$ cat src/rtl/clkskew_pkg.sv
package clkskew_pkg;
  localparam int MAX_MF    = 32;
  localparam int CNT_W     = $clog2(MAX_MF);
  localparam int PER_W     = CNT_W + 1;
  localparam int OFF_W     = 5;
  localparam int NUM_BANKS = 4;
  localparam int SEL_W     = 4;
  localparam int FRAME_W   = 2;

  typedef enum logic [1:0] {MODE_SKEW, MODE_DIV2, MODE_DIV4, MODE_INV} bankMode_t;

  typedef struct packed {
    bankMode_t          mode;
    logic [OFF_W-1:0]   offset;   // two's complement tU offset
  } bankCfg_t;

  typedef struct packed {
    logic [CNT_W-1:0]   phase;
    logic [PER_W-1:0]   period;
    logic [FRAME_W-1:0] frame;
    logic               bypass;
    logic               refLvl;
    logic [1:0]         refCnt;
  } phaseStrobe_t;

  function automatic int ternVal(input logic [1:0] t);
    case (t)
      2'b00:   ternVal = 0;
      2'b10:   ternVal = 2;
      default: ternVal = 1;
    endcase
  endfunction

  function automatic logic [PER_W-1:0] mfOf(input logic [1:0] rangeCode);
    case (ternVal(rangeCode))
      0:       mfOf = PER_W'(MAX_MF);
      2:       mfOf = PER_W'(MAX_MF / 4);
      default: mfOf = PER_W'(MAX_MF / 2);
    endcase
  endfunction

  function automatic bankCfg_t decodeBank(input int bankIdx, input logic [SEL_W-1:0] code);
    bankCfg_t r;
    int t;
    t = 3 * ternVal(code[3:2]) + ternVal(code[1:0]);
    r.mode   = MODE_SKEW;
    r.offset = '0;
    if (bankIdx < 2) begin
      r.offset = OFF_W'(t - 4);
    end else if (t == 0) begin
      r.mode = MODE_DIV2;
    end else if (t == 8) begin
      r.mode = (bankIdx == 2) ? MODE_DIV4 : MODE_INV;
    end else begin
      r.offset = OFF_W'(2 * (t - 4));
    end
    return r;
  endfunction
endpackage

$ cat src/rtl/clkskew_ctrl.sv
module clkskew_ctrl
  import clkskew_pkg::*;
(
  input  logic                              clk,
  input  logic                              rstN,
  input  logic [1:0]                        rangeSel,
  input  logic [1:0]                        testSel,
  input  logic                              refIn,
  input  logic [NUM_BANKS-1:0][SEL_W-1:0]   bankSel,
  output phaseStrobe_t                      st,
  output bankCfg_t [NUM_BANKS-1:0]          cfgNext
);
  logic [CNT_W-1:0]          cnt, cntNext;
  logic [PER_W-1:0]          period, periodNext;
  logic [FRAME_W-1:0]        frame, frameNext;
  bankCfg_t [NUM_BANKS-1:0]  cfgQ, decoded;
  logic                      refPrev, refRise;
  logic [1:0]                refCnt, refCntNext;
  logic                      boundary;

  always_comb begin
    for (int b = 0; b < NUM_BANKS; b++) decoded[b] = decodeBank(b, bankSel[b]);
  end

  assign boundary   = ({1'b0, cnt} == (period - 1'b1));
  assign refRise    = refIn & ~refPrev;
  assign refCntNext = refCnt + {1'b0, refRise};

  always_comb begin
    cntNext    = boundary ? '0 : cnt + 1'b1;
    periodNext = boundary ? mfOf(rangeSel) : period;
    frameNext  = boundary ? frame + 1'b1 : frame;
    cfgNext    = boundary ? decoded : cfgQ;
  end

  always_ff @(posedge clk) begin
    if (!rstN) begin
      cnt     <= '0;
      period  <= mfOf(rangeSel);
      frame   <= '0;
      cfgQ    <= decoded;
      refPrev <= 1'b0;
      refCnt  <= '0;
    end else begin
      cnt     <= cntNext;
      period  <= periodNext;
      frame   <= frameNext;
      cfgQ    <= cfgNext;
      refPrev <= refIn;
      refCnt  <= refCntNext;
    end
  end

  always_comb begin
    st.phase  = cntNext;
    st.period = periodNext;
    st.frame  = frameNext;
    st.bypass = (testSel != 2'b00);
    st.refLvl = refIn;
    st.refCnt = refCntNext;
  end

  // the counter returns to zero right after the last phase of a period
  a_r1_wrap: assert property (@(posedge clk) disable iff (!rstN)
    boundary |=> (cnt == '0));
  // elsewhere the counter advances by exactly one tick
  a_r1_step: assert property (@(posedge clk) disable iff (!rstN)
    !boundary |=> (cnt == CNT_W'($past(cnt) + 1'b1)));
  // period, bank settings and frame hold between wraps
  a_r7_hold: assert property (@(posedge clk) disable iff (!rstN)
    !boundary |=> ($stable(period) && $stable(cfgQ) && $stable(frame)));
endmodule

$ cat src/rtl/clkskew_datapath.sv
module clkskew_datapath
  import clkskew_pkg::*;
(
  input  logic                       clk,
  input  logic                       rstN,
  input  phaseStrobe_t               st,
  input  bankCfg_t [NUM_BANKS-1:0]   cfgNext,
  output logic [NUM_BANKS-1:0]       bankOut
);
  localparam int DIFF_W = PER_W + 2;

  logic signed [DIFF_W-1:0] phaseExt, perExt, halfExt;
  logic zeroHi;

  assign phaseExt = {{(DIFF_W-CNT_W){1'b0}}, st.phase};
  assign perExt   = {{(DIFF_W-PER_W){1'b0}}, st.period};
  assign halfExt  = perExt >>> 1;
  assign zeroHi   = ({1'b0, st.phase} < (st.period >> 1));

  for (genvar b = 0; b < NUM_BANKS; b++) begin : g_bank
    logic signed [DIFF_W-1:0] offExt, diff, wrapped;
    logic skewHi, nextVal, qReg;

    assign offExt = {{(DIFF_W-OFF_W){cfgNext[b].offset[OFF_W-1]}}, cfgNext[b].offset};
    assign diff   = phaseExt - offExt;

    always_comb begin
      if (diff[DIFF_W-1])      wrapped = diff + perExt;
      else if (diff >= perExt) wrapped = diff - perExt;
      else                     wrapped = diff;
      skewHi = (wrapped < halfExt);
    end

    if (b < 2) begin : g_plain
      always_comb nextVal = st.bypass ? st.refLvl : skewHi;
    end else begin : g_multi
      always_comb begin
        case (cfgNext[b].mode)
          MODE_DIV2: nextVal = st.bypass ? st.refCnt[0] : ~st.frame[0];
          MODE_DIV4: nextVal = st.bypass ? (st.refCnt[0] ^ st.refCnt[1]) : ~st.frame[1];
          MODE_INV:  nextVal = st.bypass ? ~st.refLvl : ~zeroHi;
          default:   nextVal = st.bypass ? st.refLvl : skewHi;
        endcase
      end
    end

    always_ff @(posedge clk) begin
      if (!rstN) qReg <= 1'b0;
      else       qReg <= nextVal;
    end
    assign bankOut[b] = qReg;
  end

  // a divided bank-3 clock rises only at phase zero in normal mode
  a_r4_div_rise_at_zero: assert property (@(posedge clk) disable iff (!rstN)
    ($past(rstN) && $past(rstN, 2) && $rose(bankOut[2]) && !$past(st.bypass) &&
     ($past(cfgNext[2].mode) == MODE_DIV2 || $past(cfgNext[2].mode) == MODE_DIV4))
    |-> ($past(st.phase) == '0));
  // inverted bank 4 is the complement of a zero-offset bank 1
  a_r5_inv_vs_zero: assert property (@(posedge clk) disable iff (!rstN)
    ($past(rstN) && !$past(st.bypass) && $past(cfgNext[3].mode) == MODE_INV &&
     $past(cfgNext[0].offset) == '0)
    |-> (bankOut[3] != bankOut[0]));
  // in bypass an offset-mode bank copies the reference one tick late
  a_r8_bypass_copy: assert property (@(posedge clk) disable iff (!rstN)
    ($past(rstN) && $past(st.bypass)) |-> (bankOut[1] == $past(st.refLvl)));
  // reset drives every output low
  a_r9_reset_low: assert property (@(posedge clk)
    !$past(rstN) |-> (bankOut == '0));
endmodule

$ cat src/rtl/clk_bank_skew.sv
module clk_bank_skew
  import clkskew_pkg::*;
#(
  parameter int OUTS_PER_BANK = 2
) (
  input  logic                     clk,
  input  logic                     rstN,
  input  logic [1:0]               rangeSel,
  input  logic [1:0]               testSel,
  input  logic                     refIn,
  input  logic [SEL_W-1:0]         bank1Sel,
  input  logic [SEL_W-1:0]         bank2Sel,
  input  logic [SEL_W-1:0]         bank3Sel,
  input  logic [SEL_W-1:0]         bank4Sel,
  output logic [OUTS_PER_BANK-1:0] bank1Clk,
  output logic [OUTS_PER_BANK-1:0] bank2Clk,
  output logic [OUTS_PER_BANK-1:0] bank3Clk,
  output logic [OUTS_PER_BANK-1:0] bank4Clk
);
  phaseStrobe_t                    st;
  bankCfg_t [NUM_BANKS-1:0]        cfgNext;
  logic [NUM_BANKS-1:0]            bankOut;
  logic [NUM_BANKS-1:0][SEL_W-1:0] bankSel;

  assign bankSel = {bank4Sel, bank3Sel, bank2Sel, bank1Sel};

  clkskew_ctrl u_ctrl (
    .clk(clk), .rstN(rstN), .rangeSel(rangeSel), .testSel(testSel),
    .refIn(refIn), .bankSel(bankSel), .st(st), .cfgNext(cfgNext)
  );

  clkskew_datapath u_dp (
    .clk(clk), .rstN(rstN), .st(st), .cfgNext(cfgNext), .bankOut(bankOut)
  );

  assign bank1Clk = {OUTS_PER_BANK{bankOut[0]}};
  assign bank2Clk = {OUTS_PER_BANK{bankOut[1]}};
  assign bank3Clk = {OUTS_PER_BANK{bankOut[2]}};
  assign bank4Clk = {OUTS_PER_BANK{bankOut[3]}};
endmodule

$ cat config.mk
export PLATFORM = sky130hd
export DESIGN_NAME = clk_bank_skew
export DESIGN_NICKNAME = d
export VERILOG_FILES = /design/src/rtl/clkskew_pkg.sv /design/src/rtl/clkskew_ctrl.sv /design/src/rtl/clkskew_datapath.sv /design/src/rtl/clk_bank_skew.sv
export SDC_FILE = /design/constraint.sdc
export NUM_CORES = 1
export LEC_CHECK = 0
export BUFFER_PORTS_ARGS = -buffer_cell sky130_fd_sc_hd__buf_4
export CAP_MARGIN = 15
export CORE_MARGIN = 3
export CORE_UTILIZATION = 50
export CTS_BUF_LIST = sky130_fd_sc_hd__clkbuf_4 sky130_fd_sc_hd__clkbuf_8
export DETAILED_ROUTE_END_ITERATION = 6
export PLACE_DENSITY = 0.67
export SLEW_MARGIN = 20
export SYNTH_ARGS = -nofsm -noshare
export SYNTH_HDL_FRONTEND = slang
export SYNTH_SLANG_ARGS = --single-unit
export TNS_END_PERCENT = 10
$ cat constraint.sdc
create_clock -name clk -period 22.3 [get_ports clk]
set_input_delay 6.69 -clock clk [delete_from_list [all_inputs] [get_ports clk]]
set_output_delay 6.69 -clock clk [all_outputs]
set_load 0.02 [all_outputs]
==> reports/qor.csv <==
metric,value,unit
setup_tns,0,ns
register area,881,um^2
Final Setup Violations,0,
Hold Path Class,flip-flop to flip-flop,
number of global-route vias before repair,5577,
fin crit period,12.56,ns
area grow syn2layout,6.70,%
critical path data arrival time,12.76,ns
DRT iter0 DRCs,434,
Met3 Wirelength,900,um
DRC,0,
max incr delay on CP,0.50,ns
gpl congestion,0.970,
CTS tree,yes,
Post-Syn Instances,801,
I/O pins,31,
multi-input logic area,5010,um^2
initial antenna violation count,0,
number of pins exceeding their max-slew limit in the final report,0,
clk root buf,clkbuf_8,
post-synth cell types,74,
Die Height,118,um
final core occ,55.2,%
Least-Margin Pin Slew,0.945,ns
maximum VDD drop,36.9,uV
First-pass DRT Iterations,5,
Critical Path Slowest Stage Cell,fa_1,
setup bufs post-CTS,0,
# fillers,1151,
"flops & latches, synth",44,
required time of the worst setup path,22.50,ns
first-pass GRT wire length,28100,um
wire length per cell,17.9,um
clock-pin transition on the worst setup and hold timing paths,0.11,ns
ys flop type,dfxtp_1,
Starting Density,51.8,%
Leak,3.17,nW
die area,14000,um^2
htree depth,2,
cts hold-fix bufs,0,
Nets,959,
Die X,118,um
CTS Sinks,44,
Max Buffers Root-to-Sink,2,
global-route usage over all layers,24.9,%
total number of vias,5791,
total grt overflow,0,
# diodes,0,
Antenna Violating Nets Remaining,0,
met2 WL,7730,um
DRT Wirelength,17400,um
largest net degree at the start of global routing,51,
Slew HR,37.0,%
M1 WL,8110,um
Synth Area per Inst,7.86,um^2
Min-Delay Path Depth,1,
Final Skew,0.0135,ns
Worst path depth,28,
commonest cells in the netlist,"ha_1, a21oi_1, nor2_1",
worst hold margin,0.483,ns
Max Freq,79.6,MHz
unrepaired setup endpoints after global routing,no,
highest routed layer,met4,
Worst Path Buf+Inv,3,
number of vias per cell,5.93,
crit-path max FO,10,
post-DP HPWL,13400,um
"area leader, netlist",ha_1,
pwr/cell area,83.6,nW/um^2
CP dominant cell by count,ha_1,
Rows,40,
ratio of final minimum period to clock period,56.3,%
Synth area leaders,"ha_1, dfxtp_1, a21oi_1",
Core Box Area,12200,um^2
share of cells above drive strength 1,8.66,%
I/O Buffers,30,
run status,finished clean,
Worst Setup Start Kind,input port,
largest delay contributor family on the critical path,adder cells,
CP Class,input port to flip-flop,
endpoints failing hold,0,
post-synthesis sequential area ratio,14.0,%
CP Capture Type,flip-flop,
clock buffer count from CTS,5,
Reg2Reg Setup Slack,15.23,ns
Post-synth EDFFs,0,
Register-to-Register Path Depth,26,
"count leader, synth",ha_1,
mapped cell area,6300,um^2
syn_nets,953,
post-synth top area share,22.5,%
Post-synth ARST share,0,%
Clock Latency Late Sink,0.33,ns
yosys warns,0,
# resized after CTS,0,
max cap viols,0,
==> final timing paths <==
path,startpoint,to
min reg2reg,u_ctrl.cfgQ[14],u_ctrl.cfgQ[14]
max reg2reg,u_ctrl.period[1],u_dp.g_bank[0].qReg
max,bank3Sel[2],u_dp.g_bank[2].qReg
min,u_ctrl.cfgQ[14],u_ctrl.cfgQ[14]
==> per-layer routing <==
layer / track usage, % / vias up
li1: - / 2871
met4: 10.9 / 0
met2: 39.7 / 186
met1: 34.0 / 2690
met3: 2.73 / 44
met5: 0 / -
==> power by group <==
part           internal [mW]  switching [mW]
Combinational          0.164           0.236
Sequential            0.0876         0.00429
Clock                 0.0339          0.0357
Total                  0.286           0.276
==> through the flow <==
stage / power, mW / setup slack [ns] / cells / instance area (um^2)
final: 0.562 / 9.74 / 976 / 6720
after global routing: 0.617 / 9.42 / 976 / 6720
after CTS: 0.558 / 9.85 / 976 / 6720
after detailed placement: 0.486 / 9.49 / 968 / 6600
after global placement: 0.475 / 9.69 / 968 / 6600
after floorplan: 0.402 / 10.17 / 801 / 6300
==> cells in the final DEF, fill, tap and decap left out, types with 5 or more instances in the layout <==
cell and count:
ha_1 113, a21oi_1 79, nor2_1 64, inv_1 62
dfxtp_1 44, o21ai_0 42, nand2_1 39, buf_4 36
nor3_1 19, mux2i_1 19, nor2b_1 19, xor2_1 17
a21o_1 17, and2_1 16, fa_1 16, xnor2_1 15
and3_1 15, or2_2 12, nand3_1 12, o21bai_1 12
nand2b_1 10, o211ai_1 10, a31oi_1 8, o22ai_1 7
or3_1 6, o221ai_1 6, o21a_1 5, mux2_2 5
o2111ai_1 5, clkbuf_8 5
==> final cells by class <==
class / instances / area share, %
Clock buffer: 5 / 1.02
Clock inverter: 3 / 0.689
Inverter: 62 / 3.46
Multi-Input combinational cell: 658 / 74.6
Sequential cell: 44 / 13.1
Tap cell: 168 / 3.13
Timing Repair Buffer: 36 / 4.02
==> worst register-to-register path, cell delays in order, from the launching register on <==
cell	delay, ns
dfxtp_1	0.44
inv_1	0.14
ha_1	0.26
nand3b_1	0.10
a21boi_0	0.11
o31a_1	0.48
nand2_1	0.12
buf_4	0.41
and2_1	0.70
ha_1	0.37
a21o_1	0.15
a21oi_1	0.24
o21bai_1	0.10
a21oi_1	0.28
xnor2_1	0.15
ha_1	0.41
nor2_1	0.07
a21oi_1	0.55
o21ai_0	0.42
o22a_1	0.26
o22ai_1	0.13
a21oi_1	0.09
ha_1	0.30
nor2b_1	0.13
o21ai_0	0.14
o311ai_0	0.15
o32ai_1	0.27
==> sequential cells by signal, indices dropped and copies added, names as in the netlist <==
| name | cells |
|---|---|
| u_ctrl.refPrev | 1 |
| u_ctrl.period | 6 |
| u_ctrl.frame | 2 |
| u_dp.g_bank.qReg | 4 |
| u_ctrl.cfgQ | 24 |
| u_ctrl.cnt | 5 |
| u_ctrl.refCnt | 2 |
==> kinds of logic (layout without fill, tap and decap cells) <==
group           after synthesis  after routing  synth area share (%)
simple gates                238            238                  19.6
flops                        44             44                  14.0
xor+xnor                     32             32                  4.45
buf+inv                      99            106                  6.52
fa+ha+maj                   129            129                  27.5
mux                          25             25                  4.09
compound gates              234            234                  23.8
Note: power is estimated with default switching activity, not from simulation.
